$ cat config.mk
export PLATFORM = sky130hd
export DESIGN_NAME = pclkgen_top
export DESIGN_NICKNAME = d
export VERILOG_FILES = /design/src/rtl/pclkgen_pkg.sv /design/src/rtl/pclkgen_regs.sv /design/src/rtl/pclkgen_stage.sv /design/src/rtl/pclkgen_gate.sv /design/src/rtl/pclkgen_top.sv
export SDC_FILE = /design/constraint.sdc
export NUM_CORES = 1
export LEC_CHECK = 0
export ABC_AREA = 1
export BUFFER_PORTS_ARGS = -buffer_cell sky130_fd_sc_hd__buf_4
export CORE_UTILIZATION = 45
export CTS_CLUSTER_SIZE = 30
export DETAILED_ROUTE_END_ITERATION = 6
export PLACE_DENSITY = 0.74
export SYNTH_ARGS = -nofsm -noshare
export SYNTH_HDL_FRONTEND = slang
export SYNTH_SLANG_ARGS = --single-unit
export TNS_END_PERCENT = 20
$ cat constraint.sdc
create_clock -name clk -period 2.8 [get_ports clk]
set_input_delay 0.14 -clock clk [delete_from_list [all_inputs] [get_ports clk]]
set_output_delay 0.14 -clock clk [all_outputs]
set_load 0.05 [all_outputs]
$ cat src/rtl/pclkgen_pkg.sv
`timescale 1ns/1ps
package pclkgen_pkg;
  localparam int DIV_W = 8;
  localparam int SRC_W = 3;
  localparam int CFG_W = DIV_W + SRC_W + 1;
  localparam logic [SRC_W-1:0] SRC_CHAIN = 3'd7;

  typedef struct packed {
    logic [DIV_W-1:0] div_m1;
    logic [SRC_W-1:0] src;
    logic             inv;
  } stage_cfg_t;

  typedef struct packed {
    logic       pbus_en;
    logic       out_en;
    logic [1:0] bus_gate;
  } ctrl_t;

  // number of source periods the divided output stays high: floor(N/2)
  function automatic logic [DIV_W-1:0] high_len(input logic [DIV_W-1:0] div_m1);
    logic [DIV_W:0] n;
    n = (DIV_W+1)'(div_m1) + (DIV_W+1)'(1);
    return DIV_W'(n >> 1);
  endfunction

  function automatic stage_cfg_t cfg_from_word(input logic [31:0] w);
    return stage_cfg_t'(w[CFG_W:1]);
  endfunction

  function automatic logic [31:0] word_from_cfg(input stage_cfg_t c);
    return 32'({c, 1'b0});
  endfunction
endpackage

$ cat src/rtl/pclkgen_regs.sv
`timescale 1ns/1ps
module pclkgen_regs
  import pclkgen_pkg::*;
#(
  parameter int NUM_STAGES = 2,
  parameter int ADDR_W     = 3,
  parameter int DATA_W     = 32
) (
  input  logic              clk,
  input  logic              rst_n,
  input  logic              reg_wr,
  input  logic              reg_rd,
  input  logic [ADDR_W-1:0] reg_addr,
  input  logic [DATA_W-1:0] reg_wdata,
  output logic [DATA_W-1:0] reg_rdata,
  output ctrl_t             ctrl_q,
  output stage_cfg_t        cfg_q   [NUM_STAGES],
  output logic              restart [NUM_STAGES]
);
  localparam int CTRL_W = $bits(ctrl_t);

  logic [DATA_W-1:0] rd_val;
  logic [31:0]       wd32;
  assign wd32 = 32'(reg_wdata);

  always_ff @(posedge clk) begin
    if (!rst_n) ctrl_q <= '0;
    else if (reg_wr && reg_addr == '0) ctrl_q <= ctrl_t'(reg_wdata[CTRL_W-1:0]);
  end

  for (genvar k = 0; k < NUM_STAGES; k++) begin : g_cfg
    localparam logic [ADDR_W-1:0] SLOT = ADDR_W'(1 + 2 * k);
    assign restart[k] = reg_wr && (reg_addr == SLOT);
    always_ff @(posedge clk) begin
      if (!rst_n) cfg_q[k] <= '0;
      else if (restart[k]) cfg_q[k] <= cfg_from_word(wd32);
    end
  end

  always_comb begin
    rd_val = '0;
    if (reg_addr == '0) rd_val = DATA_W'(ctrl_q);
    for (int k = 0; k < NUM_STAGES; k++)
      if (reg_addr == ADDR_W'(1 + 2 * k)) rd_val = DATA_W'(word_from_cfg(cfg_q[k]));
  end

  always_ff @(posedge clk) begin
    if (!rst_n) reg_rdata <= '0;
    else if (reg_rd) reg_rdata <= rd_val;
  end

  AST_RD_CTRL_RSVD: assert property (@(posedge clk) disable iff (!rst_n)
    ($past(reg_rd) && $past(reg_addr) == '0) |-> (reg_rdata >> CTRL_W) == '0);
endmodule

$ cat src/rtl/pclkgen_stage.sv
`timescale 1ns/1ps
module pclkgen_stage
  import pclkgen_pkg::*;
#(
  parameter int NUM_SRC  = 6,
  parameter bit CHAIN_OK = 1'b0
) (
  input  logic               clk,
  input  logic               rst_n,
  input  stage_cfg_t         cfg,
  input  logic               restart,
  input  logic [NUM_SRC-1:0] src_lvl,
  input  logic               chain_lvl,
  output logic               out_lvl
);
  localparam int SEL_SPAN = 2 ** SRC_W;

  logic [SEL_SPAN-1:0] src_pad;
  logic                sel, none, lvl_d, rise, raw;
  logic [DIV_W-1:0]    cnt;

  assign src_pad = SEL_SPAN'(src_lvl);

  always_comb begin
    none = 1'b1;
    sel  = 1'b0;
    if (int'(cfg.src) < NUM_SRC) begin
      none = 1'b0;
      sel  = src_pad[cfg.src];
    end else if (CHAIN_OK && cfg.src == SRC_CHAIN) begin
      none = 1'b0;
      sel  = chain_lvl;
    end
  end

  assign rise = sel & ~lvl_d;

  always_ff @(posedge clk) begin
    if (!rst_n) begin
      lvl_d <= 1'b0;
      cnt   <= '0;
    end else begin
      lvl_d <= sel;
      if (restart)   cnt <= '0;
      else if (rise) cnt <= (cnt == cfg.div_m1) ? '0 : cnt + 1'b1;
    end
  end

  always_comb begin
    if (none)                  raw = 1'b0;
    else if (cfg.div_m1 == '0) raw = sel;
    else                       raw = (cnt < high_len(cfg.div_m1));
  end

  assign out_lvl = none ? 1'b0 : (raw ^ cfg.inv);

  AST_CNT_RANGE: assert property (@(posedge clk) disable iff (!rst_n)
    cnt <= cfg.div_m1);
  AST_CNT_HOLD: assert property (@(posedge clk) disable iff (!rst_n)
    (!rise && !restart) |=> $stable(cnt));
endmodule

$ cat src/rtl/pclkgen_gate.sv
`timescale 1ns/1ps
module pclkgen_gate (
  input  logic clk,
  input  logic rst_n,
  input  logic out_en,
  input  logic fin,
  output logic clk_o
);
  logic run_q;

  always_ff @(posedge clk) begin
    if (!rst_n)   run_q <= 1'b0;
    else if (!fin) run_q <= out_en;
  end

  assign clk_o = fin & run_q;

  AST_OFF_STAYS_LOW: assert property (@(posedge clk) disable iff (!rst_n)
    (!out_en && !clk_o) |=> !clk_o);
  AST_FALL_WITH_SOURCE: assert property (@(posedge clk) disable iff (!rst_n)
    $fell(clk_o) |-> !fin);
endmodule

$ cat src/rtl/pclkgen_top.sv
`timescale 1ns/1ps
module pclkgen_top
  import pclkgen_pkg::*;
#(
  parameter int NUM_STAGES = 2,
  parameter int NUM_SRC    = 6,
  parameter int ADDR_W     = 3,
  parameter int DATA_W     = 32
) (
  input  logic               clk,
  input  logic               rst_n,
  input  logic               reg_wr,
  input  logic               reg_rd,
  input  logic [ADDR_W-1:0]  reg_addr,
  input  logic [DATA_W-1:0]  reg_wdata,
  output logic [DATA_W-1:0]  reg_rdata,
  input  logic [NUM_SRC-1:0] src_clk_i,
  output logic               clk_o,
  output logic               bus_clk_en_o,
  output logic               pbus_clk_en_o
);
  ctrl_t              ctrl_q;
  stage_cfg_t         cfg_q   [NUM_STAGES];
  logic               restart [NUM_STAGES];
  logic [NUM_STAGES-1:0] stage_out;
  logic [NUM_SRC-1:0] src_q;

  always_ff @(posedge clk) begin
    if (!rst_n) src_q <= '0;
    else        src_q <= src_clk_i;
  end

  pclkgen_regs #(
    .NUM_STAGES(NUM_STAGES), .ADDR_W(ADDR_W), .DATA_W(DATA_W)
  ) i_regs (
    .clk(clk), .rst_n(rst_n), .reg_wr(reg_wr), .reg_rd(reg_rd),
    .reg_addr(reg_addr), .reg_wdata(reg_wdata), .reg_rdata(reg_rdata),
    .ctrl_q(ctrl_q), .cfg_q(cfg_q), .restart(restart)
  );

  for (genvar k = 0; k < NUM_STAGES; k++) begin : g_stage
    logic chain_in;
    if (k == 0) begin : g_first
      assign chain_in = 1'b0;
    end else begin : g_next
      assign chain_in = stage_out[k-1];
    end
    pclkgen_stage #(.NUM_SRC(NUM_SRC), .CHAIN_OK(k > 0)) i_stage (
      .clk(clk), .rst_n(rst_n), .cfg(cfg_q[k]), .restart(restart[k]),
      .src_lvl(src_q), .chain_lvl(chain_in), .out_lvl(stage_out[k])
    );
  end

  pclkgen_gate i_gate (
    .clk(clk), .rst_n(rst_n), .out_en(ctrl_q.out_en),
    .fin(stage_out[NUM_STAGES-1]), .clk_o(clk_o)
  );

  assign bus_clk_en_o  = &ctrl_q.bus_gate;
  assign pbus_clk_en_o = ctrl_q.pbus_en;
endmodule

* Word level (Yosys, flattened, before mapping)
Index checks and enable logic that the tools add are counted.
Widths: inputs -> output; s select.
** Cells by class
- Add/subtract/negate cells :: 4
- Magnitude comparators :: 6
- Eq/ne operators :: 5
- Mux-type cells :: 20
- Bitwise operators :: 8
- Reduce and logical (&&, ||, !) cells :: 9
** Operators with widths (count)
- $mux 13 :: 2
- $add 8x1->9 const B :: 2
- $add 8x1->8 const B :: 2
- $eq 8x8->1 :: 2
- $logic_not 8->1 :: 2
- $lt 8x8->1 :: 2
- $mux 8 :: 2
- $mux 1 :: 13
- $lt 3x4->1 const B :: 2
- $bmux 1 s3 :: 2
- $lt 3x3->1 const B :: 2
- $mux 4 :: 1
- $reduce_or 2->1 :: 2
- $and 1x1->1 :: 3
- $eq 3x1->1 const B :: 1
- $eq 3x2->1 const B :: 1
- $eq 3x3->1 const B :: 1
- $logic_and 1x1->1 :: 3
- $logic_not 3->1 :: 1
- $not 1->1 :: 3
- $reduce_and 2->1 :: 1
- $xor 1x1->1 :: 2
** Word-level totals
- Flip-flop bits (word level) :: 85
- Bits of input ports :: 45
- Logic and storage cells :: 68

* Logic depth before layout (Yosys ltp)
- Depth after elaboration :: 14
- Depth in mapped cells :: 20
- Depth with buffers taken out :: 20

* Modules after synthesis
From an unflattened synthesis, not the netlist that was laid out.
** Second synthesis, totals
- Cell total of the unflattened synthesis :: 710
- Area total of the unflattened synthesis :: 4461.8 sq um
** Modules (own cells, without submodules)
- pclkgen_regs :: times used 1, cells each 318, area each 2005.7 sq um
- pclkgen_stage (g_stage[0].i_stage) :: times used 1, cells each 199, area each 1181.1 sq um
- pclkgen_stage (g_stage[1].i_stage) :: times used 1, cells each 165, area each 1051.0 sq um
- pclkgen_top :: times used 1, cells each 21, area each 176.4 sq um
- pclkgen_gate :: times used 1, cells each 7, area each 47.5 sq um

* Worst setup path after synthesis
OpenSTA, ideal clock, no wires.
- Path kind :: register to output
- From :: register i_regs.cfg_q[16] (netlist name)
- To :: output clk_o
- Arrival time :: 2.546 ns
- Setup slack :: 0.114 ns
- Cell stages (with the launch flop) :: 18
- Cells stage by stage :: dfxtp_1 > inv_1 > nor3_1 > nand3_1 > nor3_1 > xor2_1 > ha_1 > nand3_1 > nand2_1 > nor2_1 > nand2_1 > nand3_1 > nand3_2 > nand2_2 > nand3_1 > nand3_1 > nand4_1 > inv_1
** Between the ends
- Longest elaborated chain between the ends :: 13
- Elaborated cells between the ends (all ways) :: 14
** RTL lines
- $add 8x1->9 :: line pclkgen_pkg.sv:23 : n = (DIV_W+1)'(div_m1) + (DIV_W+1)'(1);
- $lt 8x8->1 :: line pclkgen_stage.sv:52 : else raw = (cnt < high_len(cfg.div_m1));
- $mux 1 * :: line pclkgen_stage.sv:51 : else if (cfg.div_m1 == '0) raw = sel;
- $mux 1 * :: line pclkgen_stage.sv:50 : if (none) raw = 1'b0;
- $xor 1x1->1 * :: line pclkgen_stage.sv:55 : assign out_lvl = none ? 1'b0 : (raw ^ cfg.inv);
- $mux 1 * :: line pclkgen_stage.sv:55
- $mux 1 * :: line pclkgen_stage.sv:30 : end else if (CHAIN_OK && cfg.src == SRC_CHAIN) begin
- $mux 1 * :: line pclkgen_stage.sv:27 : if (int'(cfg.src) < NUM_SRC) begin
- $mux 1 * :: line pclkgen_stage.sv:51
- $mux 1 * :: line pclkgen_stage.sv:50
- $xor 1x1->1 * :: line pclkgen_stage.sv:55
- $mux 1 * :: line pclkgen_stage.sv:55
- $and 1x1->1 * :: line pclkgen_gate.sv:16 : assign clk_o = fin & run_q;
- to (decl) :: line pclkgen_top.sv:18 : output logic clk_o,
Every way passes the cells marked *; elsewhere a longest branch is shown, timed or not.

* Final worst setup path
- From :: register i_regs.cfg_q[17] (netlist name)
- To :: register i_gate.run_q
** Between the ends
- Longest elaborated chain between the ends :: 12
- Elaborated cells between the ends (all ways) :: 13
** RTL lines
- $add 8x1->9 :: line pclkgen_pkg.sv:23
- $lt 8x8->1 :: line pclkgen_stage.sv:52
- $mux 1 * :: line pclkgen_stage.sv:51
- $mux 1 * :: line pclkgen_stage.sv:50
- $xor 1x1->1 * :: line pclkgen_stage.sv:55
- $mux 1 * :: line pclkgen_stage.sv:55
- $mux 1 * :: line pclkgen_stage.sv:30
- $mux 1 * :: line pclkgen_stage.sv:27
- $mux 1 * :: line pclkgen_stage.sv:51
- $mux 1 * :: line pclkgen_stage.sv:50
- $xor 1x1->1 * :: line pclkgen_stage.sv:55
- $mux 1 * :: line pclkgen_stage.sv:55
- to (signal assigned) :: line pclkgen_gate.sv:13 : else if (!fin) run_q <= out_en;
- to (decl) :: line pclkgen_gate.sv:9 : logic run_q;
Marks and branches as above.
A chain may end at the register's enable or synchronous reset.

==> qor.txt <==
Hold Crit Class: input pin to register
unrepaired setup endpoints after global routing: yes
largest net degree at the start of global routing: 49
Die X: 93.0 um
clock period minus final worst setup slack: 3.01 ns
drt first pass iters: 5
status: finished with violations
Max Cap Viol: 0
Reg2Reg Capture Point: i_gate.run_q$_SDFFE_PN0N_
Slew HR: 0.467
EDFF count, synth: 0
GRT Resource Usage Total: 0.230
Die Y: 93.0 um
Syn Inst Count: 513
Setup crit start kind: register
Longest Clk Path Bufs: 2
Avg Vias per Cell: 5.18
post-synth top area cell: dfxtp_1
PortBufs: 41
Core Area: 7890 sq um
initial antenna violation count: 0
top cell type's share of synthesized area: 0.354
synth cell count leaders: inv_1 (75), nand2_1 (75), dfxtp_1 (66)
Area after DPL: 4110 sq um
achievable clock frequency: 333 MHz
Slew Limit Fails: 0
endpoint class of the critical path: register
violated checks: negative setup slack
Routed Wire Length: 9.38 mm
Residual DRC: 0
Routed Antenna Nets: 0
DR WL/cell: 13.7 um
main area contributors after synthesis: dfxtp_1 (35%), inv_1 (7.6%), nand2_1 (7.6%), ha_1 (6.7%), o21ai_0 (6.3%)
library cells used by synthesis: 34
Seq/Total Area, Yosys: 0.354
CTS Root Cell: clkbuf_8
pwr dens: 495 nW/um^2
CP required: 3.08 ns
area delta synth->final: 22.7%
post-DP HPWL: 6.61 mm
fillers: 712
Starting Density: 0.473
Sink Count: 66
Vias: 3562
met1 usage: 0.271
Most Crowded Layer GR: met2
Final Util: 0.580
worst reg-to-reg setup slack: -0.21 ns
Worst Setup SP: i_regs.cfg_q[17]$_SDFFE_PN0P_
CTS tree: done
FF-to-FF Start: i_regs.cfg_q[17]$_SDFFE_PN0P_
Setup CP Type: register to register
clock insertion delay at the later pin of the skew report: 0.34 ns
post-synthesis cell area: 3730 sq um
ratio of cells with drive above 1 in the final layout: 0.203
FFs w/ async S/R, synth: 0
WP data arrival: 3.29 ns
io pins: 80
Final Cell Area: 4570 sq um
CTS H-tree lvls: 3
Final WS setup: -0.206 ns
vias in the first global route: 3337
Critical Path End: i_gate.run_q$_SDFFE_PN0N_
Die ar.: 8650 sq um
met2 GRT Util: 0.397
Rows: 32
Most used DFF post-synth: dfxtp_1
nets@finish: 646
Worst-Margin Slew: 0.797 ns
peak supply drop: 0.000240 V
final setup skew: 0.00757 ns
Setup violations, final: 8
CTS buffer count: 9
LEAKAGE: 2.13 nW
Critical Path Fanout Max: 3
Mean Syn Cell Area: 7.27 sq um
placer congestion estimate: 0.873
#FFs+latches synth: 66
grt met3 use: 0.0691
synth warn: 0
Clock Pin Slew Worst Setup and Hold Paths: 0.07 ns
Final Hold Viols: 0
Overflow after GRT: 0
Reg2Reg Depth: 24
initial drt markers: 229
Tcrit/Tclk final: 1.07
ant diodes: 0
global-route wire length before repair: 15.5 mm
how the worst min path moves through the flow:
| stage | startpoint | cells past startpoint | to |
|---|---|---|---|
| 2_1_floorplan | src_clk_i[0] | 2 | src_q[0]$_SDFF_PN0_ |
| 3_3_place_gp | src_clk_i[3] | 3 | src_q[3]$_SDFF_PN0_ |
| 5_1_grt | reg_wdata[0] | 3 | i_regs.ctrl_q[0]$_SDFFE_PN0P_ |
| 4_1_cts | reg_wdata[0] | 3 | i_regs.ctrl_q[0]$_SDFFE_PN0P_ |
| 6_report | reg_wdata[0] | 3 | i_regs.ctrl_q[0]$_SDFFE_PN0P_ |
| 3_5_place_dp | src_clk_i[1] | 3 | src_q[1]$_SDFF_PN0_ |
state kept, by name, summed over array words and instances, names as in the netlist:
register,count
i_regs.cfg_q,24
g_stage.i_stage.cnt,16
i_regs.reg_rdata,13
src_q,6
i_regs.ctrl_q,4
g_stage.i_stage.lvl_d,2
i_gate.run_q,1
critical path, stage by stage (launching register included):
cell     delay (ns)
dfxtp_2        0.36
inv_2          0.06
nor3_4         0.20
nand3_2        0.11
nor3_2         0.15
xor2_1         0.20
ha_1           0.30
nand4_1        0.12
nand2_1        0.05
nor2_1         0.08
nand2_1        0.07
nand2_1        0.05
nand2_1        0.05
nand3_2        0.06
nand2_2        0.06
nand3_2        0.08
nand3_2        0.09
buf_6          0.13
buf_4          0.12
buf_4          0.12
buf_4          0.12
buf_4          0.13
nand3_2        0.06
nand2_2        0.06
a21oi_2        0.12
layer usage:
layer  vias to the layer above  part of all wire
met5                         -                 0
met4                         0             0.018
met3                        17             0.069
met2                       144              0.49
met1                      1611              0.42
li1                       1790                 -
through the flow:
step	hold WS (ns)	setup WS, ns	instances	power [mW]	setup TNS [ns]
global placement	0.322	0.0615	651	1.42	0
detailed placement	0.326	-0.0156	651	1.43	-0.0156
floorplan	0.238	0.114	531	1.33	0
CTS	0.0724	-0.231	685	2.25	-0.415
finish	0.0831	-0.206	687	2.26	-0.622
global route	0.0810	-0.452	687	2.38	-3.26
kinds of logic after synthesis:
family / synth area share
AOI/OAI and AO/OA: 0.178
xor gates and xnor gates: 0.0587
adders and majority gates: 0.0671
buffers and inverters: 0.135
DFF: 0.354
other: 0.00101
and+or+nand+nor: 0.206
placed cells by master, fill, tap and decap left out, types with 6 or more instances in the layout:
| cell type | n |
|---|---|
| inv_1 | 73 |
| nand2_1 | 72 |
| buf_4 | 64 |
| dfxtp_1 | 62 |
| o21ai_0 | 47 |
| a21oi_1 | 45 |
| nor2_1 | 39 |
| xor2_1 | 21 |
| ha_1 | 19 |
| conb_1 | 19 |
| nand3_1 | 15 |
| clkbuf_8 | 10 |
| nand4_1 | 9 |
| o221ai_1 | 9 |
| inv_2 | 8 |
| nor3_1 | 8 |
| nand3_2 | 7 |
| dlygate4sd3_1 | 6 |
where the power goes:
part	internal (mW)	switching (mW)
logic	0.163	0.293
registers	0.978	0.0345
clock network	0.427	0.369
total	1.57	0.697
area by class of cell:
class / count / area [sq um] / share of cell area
Sequential cell: 66 / 1330 / 0.290
Clock inverter: 5 / 55.1 / 0.0120
Tap cell: 102 / 128 / 0.0279
Clock buffer: 10 / 138 / 0.0301
Multi-Input combinational cell: 351 / 2060 / 0.450
Timing Repair Buffer: 72 / 563 / 0.123
Inverter: 81 / 304 / 0.0665
what timing repair did:
action                                 in CTS  in global routing
setup endpoints to repair                   3                 10
endpoints found under the hold margin       6                  0
pin swaps                                  14                 19
hold buffers                                6                  0
buffers inserted                           13                  2
gates resized for setup                    12                 15
(Power assumes the default switching activity.)
